$ cat config.mk
export PLATFORM = sky130hd
export DESIGN_NAME = pwr_mode_ctrl
export DESIGN_NICKNAME = d
export VERILOG_FILES = /design/src/rtl/pwr_mode_pkg.sv /design/src/rtl/pwr_mode_decode.sv /design/src/rtl/pwr_mode_timer.sv /design/src/rtl/pwr_mode_drive.sv /design/src/rtl/pwr_mode_ctrl.sv
export SDC_FILE = /design/constraint.sdc
export NUM_CORES = 1
export LEC_CHECK = 0
export CAP_MARGIN = 10
export CORE_ASPECT_RATIO = 1.5
export CORE_UTILIZATION = 56
export CTS_CLUSTER_DIAMETER = 40
export DETAILED_ROUTE_END_ITERATION = 10
export PLACE_DENSITY = 0.8
export REMOVE_ABC_BUFFERS = 1
export SLEW_MARGIN = 15
export SYNTH_ARGS = -nofsm -noshare
export SYNTH_HDL_FRONTEND = slang
export SYNTH_SLANG_ARGS = --single-unit
$ cat constraint.sdc
create_clock -name clk -period 2.61 [get_ports clk]
set_clock_uncertainty 0.2 [all_clocks]
set_input_delay 0.522 -clock clk [delete_from_list [all_inputs] [get_ports clk]]
set_output_delay 0.522 -clock clk [all_outputs]
set_load 0.02 [all_outputs]
$ cat src/rtl/pwr_mode_pkg.sv
package pwr_mode_pkg;

  typedef enum logic [1:0] {
    CAUSE_PIN  = 2'd0,
    CAUSE_REG  = 2'd1,
    CAUSE_WAKE = 2'd2
  } pm_cause_e;

  // Low power is requested by any of the four sources.
  function automatic logic wants_low(input logic ovr, input logic pset,
                                     input logic pdown, input logic pin);
    return (~ovr) | pset | pdown | pin;
  endfunction

  // Level code: 0=1.5W 1=2.0W 2=2.5W 3=3.5W; low power is always code 0.
  function automatic logic [1:0] allowed_level(input logic hi, input logic [1:0] cls);
    return hi ? cls : 2'b00;
  endfunction

  // A path runs in high power, for class 0, or when it is never shed.
  function automatic logic path_on(input logic hi, input logic [1:0] cls, input logic shed);
    return hi | (cls == 2'b00) | ~shed;
  endfunction

endpackage

$ cat src/rtl/pwr_mode_decode.sv
module pwr_mode_decode
  import pwr_mode_pkg::*;
(
  input  logic      ovr_i,
  input  logic      pset_i,
  input  logic      pdown_i,
  input  logic      lpm_pin_i,
  input  logic      mode_hi_i,
  output logic      goal_hi_o,
  output logic      change_o,
  output pm_cause_e cause_o
);
  logic low_req_w;

  always_comb begin
    low_req_w = wants_low(ovr_i, pset_i, pdown_i, lpm_pin_i);
    goal_hi_o = ~low_req_w;
    change_o  = goal_hi_o != mode_hi_i;
    if (goal_hi_o)      cause_o = CAUSE_WAKE;
    else if (lpm_pin_i) cause_o = CAUSE_PIN;
    else                cause_o = CAUSE_REG;
  end
endmodule

$ cat src/rtl/pwr_mode_timer.sv
module pwr_mode_timer #(
  parameter int CNT_W = 8
) (
  input  logic             clk,
  input  logic             rst_n,
  input  logic             start_i,
  input  logic [CNT_W-1:0] load_i,
  input  logic             tick_i,
  output logic             busy_o,
  output logic             done_o
);
  logic [CNT_W-1:0] cnt_q;
  logic             busy_q;

  assign busy_o = busy_q;
  assign done_o = busy_q & tick_i & (cnt_q == CNT_W'(1));

  always_ff @(posedge clk or negedge rst_n) begin
    if (!rst_n) begin
      cnt_q  <= '0;
      busy_q <= 1'b0;
    end else if (start_i) begin
      cnt_q  <= load_i;
      busy_q <= 1'b1;
    end else if (busy_q && tick_i) begin
      if (cnt_q == CNT_W'(1)) begin
        cnt_q  <= '0;
        busy_q <= 1'b0;
      end else begin
        cnt_q <= cnt_q - CNT_W'(1);
      end
    end
  end

  // cycles without a tick leave the remaining count alone
  p_count_waits_tick_r12: assert property (@(posedge clk) disable iff (!rst_n)
    busy_q && !tick_i && !start_i |=> $stable(cnt_q) && busy_q);

  // a transition never starts on top of another one
  p_no_restart_r11: assert property (@(posedge clk) disable iff (!rst_n)
    busy_q |-> !start_i);
endmodule

$ cat src/rtl/pwr_mode_drive.sv
module pwr_mode_drive
  import pwr_mode_pkg::*;
#(
  parameter bit SHED_TX = 1'b1,
  parameter bit SHED_RX = 1'b1
) (
  input  logic       clk,
  input  logic       rst_n,
  input  logic       upd_i,
  input  logic       mode_next_i,
  input  logic [1:0] pclass_i,
  input  logic       busy_i,
  output logic       high_pwr_o,
  output logic [1:0] level_o,
  output logic       tx_en_o,
  output logic       rx_en_o
);
  always_ff @(posedge clk or negedge rst_n) begin
    if (!rst_n) begin
      high_pwr_o <= 1'b0;
      level_o    <= 2'b00;
      tx_en_o    <= 1'b0;
      rx_en_o    <= 1'b0;
    end else if (upd_i) begin
      high_pwr_o <= mode_next_i;
      level_o    <= allowed_level(mode_next_i, pclass_i);
      tx_en_o    <= path_on(mode_next_i, pclass_i, SHED_TX);
      rx_en_o    <= path_on(mode_next_i, pclass_i, SHED_RX);
    end
  end

  // low power always reports the base level
  p_low_is_base_r5: assert property (@(posedge clk) disable iff (!rst_n)
    !high_pwr_o |-> level_o == 2'b00);

  // class 0 keeps both paths running when idle
  p_class0_paths_r6: assert property (@(posedge clk) disable iff (!rst_n)
    $past(rst_n) && !busy_i && $past(!busy_i) && $past(pclass_i) == 2'b00
    |-> tx_en_o && rx_en_o);

  // higher classes shed the paths in low power
  p_shed_low_r7: assert property (@(posedge clk) disable iff (!rst_n)
    $past(rst_n) && !busy_i && !high_pwr_o && $past(pclass_i) != 2'b00
    |-> (SHED_TX ? !tx_en_o : 1'b1) && (SHED_RX ? !rx_en_o : 1'b1));
endmodule

$ cat src/rtl/pwr_mode_ctrl.sv
module pwr_mode_ctrl
  import pwr_mode_pkg::*;
#(
  parameter int PIN_TICKS  = 100,
  parameter int LOW_TICKS  = 100000,
  parameter int HIGH_TICKS = 300000,
  parameter bit SHED_TX    = 1'b1,
  parameter bit SHED_RX    = 1'b1
) (
  input  logic       clk,
  input  logic       rst_n,
  input  logic       tick_i,
  input  logic       ovr_i,
  input  logic       pset_i,
  input  logic       pdown_i,
  input  logic       lpm_pin_i,
  input  logic [1:0] pclass_i,
  output logic       high_pwr_o,
  output logic [1:0] level_o,
  output logic       tx_en_o,
  output logic       rx_en_o,
  output logic       busy_o
);
  localparam int MAX_A = (PIN_TICKS > LOW_TICKS) ? PIN_TICKS : LOW_TICKS;
  localparam int MAX_T = (MAX_A > HIGH_TICKS) ? MAX_A : HIGH_TICKS;
  localparam int CNT_W = $clog2(MAX_T + 1);

  logic             goal_hi_w;
  logic             change_w;
  pm_cause_e        cause_w;
  logic             start_w;
  logic             done_w;
  logic             upd_w;
  logic             mode_next_w;
  logic             goal_q;
  logic [CNT_W-1:0] load_w;

  pwr_mode_decode u_decode (
    .ovr_i     (ovr_i),
    .pset_i    (pset_i),
    .pdown_i   (pdown_i),
    .lpm_pin_i (lpm_pin_i),
    .mode_hi_i (high_pwr_o),
    .goal_hi_o (goal_hi_w),
    .change_o  (change_w),
    .cause_o   (cause_w)
  );

  always_comb begin
    unique case (cause_w)
      CAUSE_PIN:  load_w = CNT_W'(PIN_TICKS);
      CAUSE_REG:  load_w = CNT_W'(LOW_TICKS);
      default:    load_w = CNT_W'(HIGH_TICKS);
    endcase
  end

  assign start_w     = change_w & ~busy_o;
  assign upd_w       = ~busy_o | done_w;
  assign mode_next_w = done_w ? goal_q : high_pwr_o;

  always_ff @(posedge clk or negedge rst_n) begin
    if (!rst_n)       goal_q <= 1'b0;
    else if (start_w) goal_q <= goal_hi_w;
  end

  pwr_mode_timer #(.CNT_W(CNT_W)) u_timer (
    .clk     (clk),
    .rst_n   (rst_n),
    .start_i (start_w),
    .load_i  (load_w),
    .tick_i  (tick_i),
    .busy_o  (busy_o),
    .done_o  (done_w)
  );

  pwr_mode_drive #(.SHED_TX(SHED_TX), .SHED_RX(SHED_RX)) u_drive (
    .clk         (clk),
    .rst_n       (rst_n),
    .upd_i       (upd_w),
    .mode_next_i (mode_next_w),
    .pclass_i    (pclass_i),
    .busy_i      (busy_o),
    .high_pwr_o  (high_pwr_o),
    .level_o     (level_o),
    .tx_en_o     (tx_en_o),
    .rx_en_o     (rx_en_o)
  );

  // outputs frozen while a transition is under way
  p_hold_outputs_r11: assert property (@(posedge clk) disable iff (!rst_n)
    busy_o && !done_w |=> $stable({high_pwr_o, level_o, tx_en_o, rx_en_o}));

  // high power is only ever entered through a timed transition
  p_rise_timed_r10: assert property (@(posedge clk) disable iff (!rst_n)
    $rose(high_pwr_o) |-> $past(busy_o) && !busy_o);

  // power-set held in low power keeps the block there
  p_pset_holds_low_r3: assert property (@(posedge clk) disable iff (!rst_n)
    pset_i && !busy_o && !high_pwr_o |=> !high_pwr_o);

  // a transition only ends on a tick
  p_end_on_tick_r12: assert property (@(posedge clk) disable iff (!rst_n)
    $fell(busy_o) |-> $past(tick_i));
endmodule

After elaboration in Yosys (flattened, before gate mapping)
Cells that the tools add are included. Widths: inputs -> output; s select.

Register bits after elaboration: 25. Input bits: 9. Output and inout bits: 6. Word-level logic and storage cells: 38.

$add $sub $neg: 1. Equality and inequality tests: 3. Muxes and demuxes: 11. Bitwise logic cells: 11. Reduce and logical (&&, ||, !) cells: 6.

Operators by type and width (number): $mux 19 (3); $pmux 19 s2 (1); $eq 19x1->1 const B (1); $sub 19x1->19 const B (1); $mux 1 (5); $or 1x1->1 (5); $logic_not 2->1 (2); $mux 2 (2); $reduce_bool 2->1 (2); $and 1x1->1 (3); $not 1->1 (3); $eq 2x1->1 const B (1); $reduce_and 2->1 (1); $logic_and 1x1->1 (1); $ne 1x1->1 (1).

Depth between registers and ports, before layout
Word-level depth: 9. Mapped depth: 7.

By module
A second synthesis with hierarchy kept.

Cells, all modules: 191. Area, all modules: 1672.9 um^2.

Modules (own cells, without submodules): pwr_mode_timer (times used 1, cells each 159, area each 1348.8 um^2, sequential area each 500.5 um^2); pwr_mode_drive (times used 1, cells each 15, area each 168.9 um^2, sequential area each 100.1 um^2); pwr_mode_ctrl (times used 1, cells each 12, area each 103.8 um^2, sequential area each 25.0 um^2); pwr_mode_decode (times used 1, cells each 5, area each 51.3 um^2, sequential area each 0.0 um^2).

Worst setup path after synthesis
OpenSTA, ideal clock, no wires.

Path type: input -> register. From: input lpm_pin_i. To: register u_timer.cnt_q[4]. Library setup time: 133 ps. Arrival: 1818 ps. Required time: 2277 ps. Setup slack: 459 ps. Cell stages on the path: 6. Buffers on the path: 1. Cell sequence: nor4b_4 > mux2i_1 > clkbuf_1 > a21boi_0 > xnor2_1 > nor2_1.

Word-level cells in the longest chain between the ends: 5. Elaborated cells between the ends (all ways): 6. Classes of those cells: eq/ne (1); mux (1); bitwise (3); reduce/logical (1).

RTL lines: start: declaration (RTL line pwr_mode_ctrl.sv:16) `input logic lpm_pin_i,`; $or 1x1->1 (*) (RTL line pwr_mode_pkg.sv:12) `return (~ovr) | pset | pdown | pin;`; $not 1->1 (*) (RTL line pwr_mode_decode.sv:17) `goal_hi_o = ~low_req_w;`; $ne 1x1->1 (*) (RTL line pwr_mode_decode.sv:18) `change_o = goal_hi_o != mode_hi_i;`; $and 1x1->1 (*) (RTL line pwr_mode_ctrl.sv:57) `assign start_w = change_w & ~busy_o;`; $mux 19 or $reduce_bool 2->1 (tied branches); end signal: assignment (RTL line pwr_mode_timer.sv:23) `cnt_q <= load_i;`; end signal: assignment (RTL line pwr_mode_timer.sv:30) `cnt_q <= cnt_q - CNT_W'(1);`; end: declaration (RTL line pwr_mode_timer.sv:12) `logic [CNT_W-1:0] cnt_q;`.

Mark *: on every way between the ends. The rest lies on a longest branch, timed or not. A chain may end at the register's enable or synchronous reset.

Worst setup path after layout
From: register u_timer.cnt_q[9]. To: register u_timer.cnt_q[5].

Word-level cells in the longest chain between the ends: 4.

RTL lines: $eq 19x1->1 (RTL line pwr_mode_timer.sv:26) `if (cnt_q == CNT_W'(1)) begin`; $mux 19 (RTL line pwr_mode_timer.sv:26); $mux 19 (RTL line pwr_mode_timer.sv:25) `end else if (busy_q && tick_i) begin`; $mux 19 (RTL line pwr_mode_timer.sv:22) `end else if (start_i) begin`.

No other way between the ends. The select of a mux whose other input is x is not followed.

==> metrics.yaml <==
dieWidth_um: 44.4
ys_warn_count: 0
multi_input_area_sq_um: 828
drive_gt1_frac: 0.121
nNetsFinal: 202
crit_fanout: 10
track_usage: 0.278
worst-path-buf-inv: 0
status: "completed"
synth_fa_ha_area_frac: 0.0166
cap_violations: 0
htreeDepth: 1
start_util: 0.601
dp.cells: 222
instances_no_fill: 226
rsz0062_at_grt: "false"
routedWlPerCell_um: 16.3
dr.pass1.iters: 6
first_global_vias: 1415
register_area_sq_um: 626
required_ns: 2.61
critPathArrivalTime_ns: 2.41
grt.overflow.total: 0
synth-compound-area-share: 0.209
p_leak_uw: 0.000704
vias: 1427
row_count: 22
hold_violations: 0
synthFlopType: "dfrtp_1"
antenna_cells: 0
power.density_mw_per_mm2: 718
ys_seq_elements: 25
synth_area_sq_mm: 0.00151
drcViolationCount: 0
avgSynthCellArea_sq_um: 9.02
die_h_um: 65.5
gp_congestion: 0.933
synth_xor_area_frac: 0.0291
finalCritPeriodShare: 0.924
io_buffers: 14
fill_cells: 184
path_class: "reg -> reg"
max_freq_mhz: 415
routed_wl_um: 3680
ys_seq_area_frac: 0.415
critPathMaxStageDelay_ns: 0.61
period_needed_ns: 2.41
syn2layout_area_growth_pct: 18.0
cts_resized: 0
ios: 15
vias_per_cell: 6.31
synthSimpleGateAreaFrac: 0.288
worst_pin_slew_ns: 0.562
syn_inst: 167
end_kind: "flip-flop"
cts_root_buf: "clkbuf_4"
final_common_cell: "dfrtp_1"
vdd_drop_max_mv: 0.545
slowest_stage: "or3_1"
hp-class: "in -> async"
cts_tree: "yes"
final-max-slew-violation-count: 0
grt_pass1_wl_um: 6110
clockBufferDepth: 2
cts_setup_buffers: 0
path_cells: "nor3_1 > nand4_1 > or3_1 > a21oi_1 > o221ai_1"
synthArstFlopShare: 1.00
grt_max_degree: 26
critPathLaunchType: "flip-flop"
hold_buffers: 0
dp_hpwl_um: 2740
drt-initial-drc-count: 43
clock_sinks: 25
clkSlewWorstSetupHoldPaths_ns: 0.15
synth_cell_types: 47
cts_buffers: 3
muxShareOfSynthArea: 0.00664
antenna_found_initial: 0
layout_common_cells: "25 x dfrtp_1, 24 x nand2_1, 14 x clkdlybuf4s50_1, 13 x nor2_1, 13 x buf_4"
clock_latency_ns: 0.33
critPathTopFamily: "simple AND/OR/NAND/NOR gates"
ant_nets: 0
core-area_sq_mm: 0.00250
synth_top_family_by_area: "simple AND/OR/NAND/NOR gates"
die_area_sq_mm: 0.00291
setup_viol: 0
setup_tns_ns: 0
synth_edf_count: 0
slew_headroom: 0.624
==> layout make-up <==
type / instances / area share
timing repair buffer: 27 / 0.134
multi-input combinational: 130 / 0.466
clock buffer: 4 / 0.0148
tap: 36 / 0.0253
inverter: 4 / 0.00844
sequential: 25 / 0.352
==> state kept, by name, indices dropped and copies added, names as in the netlist <==
name / flops
goal_q: 1
u_drive.high_pwr_o: 1
u_drive.level_o: 2
u_drive.tx_en_o: 1
u_timer.busy_o: 1
u_timer.cnt_q: 19
==> final timing paths <==
| kind | start | end | slack [ns] | cells past startpoint |
|---|---|---|---|---|
| max reg2reg | u_timer.cnt_q[9] | u_timer.cnt_q[5] | 0.20 | 5 |
| min | rst_n | u_timer.cnt_q[12] | 0.33 | 2 |
| min in group clk | goal_q | goal_q | 0.34 | 2 |
| max in group asynchronous | rst_n | goal_q | 1.62 | 2 |
| min reg2reg | goal_q | goal_q | 0.34 | 2 |
| max | u_timer.cnt_q[9] | u_timer.cnt_q[5] | 0.20 | 5 |
==> synthesized netlist by cell type (2+ instances only) <==
library cell	instances	area [sq um]
a31oi_1	2	12.5
o21ai_1	3	15.0
a32o_1	2	20.0
a211oi_1	3	22.5
clkbuf_1	4	15.0
buf_2	3	15.0
nor3_1	11	55.1
or3_1	4	25.0
ha_1	2	25.0
xnor2_1	5	43.8
o21ai_0	8	40.0
nor4_4	2	42.5
inv_1	4	15.0
nand2b_1	3	18.8
and2_1	2	12.5
a21oi_1	9	45.0
nor2b_1	2	12.5
dfrtp_1	25	626
nand2_1	24	90.1
or2_2	2	12.5
nor3b_1	3	22.5
nand4_1	3	18.8
nor2_1	13	48.8
nor4_1	3	18.8
o31a_1	2	17.5
nand3_1	2	10.0
==> stage by stage <==
stage	total power (uW)	hold WS [ns]	cell area [sq um]	util	setup slack (ns)
after floorplan	918	0.0264	1470	-	-0.198
after global placement	1070	0.298	1750	0.699	0.0320
after detailed placement	1100	0.306	1750	0.699	-0.0118
after CTS	1270	0.339	1780	0.710	0.307
after global routing	1360	0.361	1780	0.710	0.0222
final	1280	0.333	1780	0.710	0.198
==> power by group <==
group	switching (uW)	internal, uW
clock network	120	59.8
registers	156	487
logic	239	215
==> layer usage <==
layer	global-route usage	vias to the layer above	part of all wire
met3	0.0192	17	0.050
li1	-	665	-
met2	0.476	72	0.51
met5	0	-	0
met4	0.148	0	0.036
met1	0.336	673	0.41
==> kinds of logic (layout without fill, tap and decap cells) <==
group / after synthesis / after routing
simple gates: 77 / 77
mux: 1 / 1
buf+inv: 12 / 35
compound gates: 45 / 45
flops: 25 / 25
fa+ha+maj: 2 / 2
xor+xnor: 5 / 5
No activity file was read; power rests on OpenSTA's default activity.
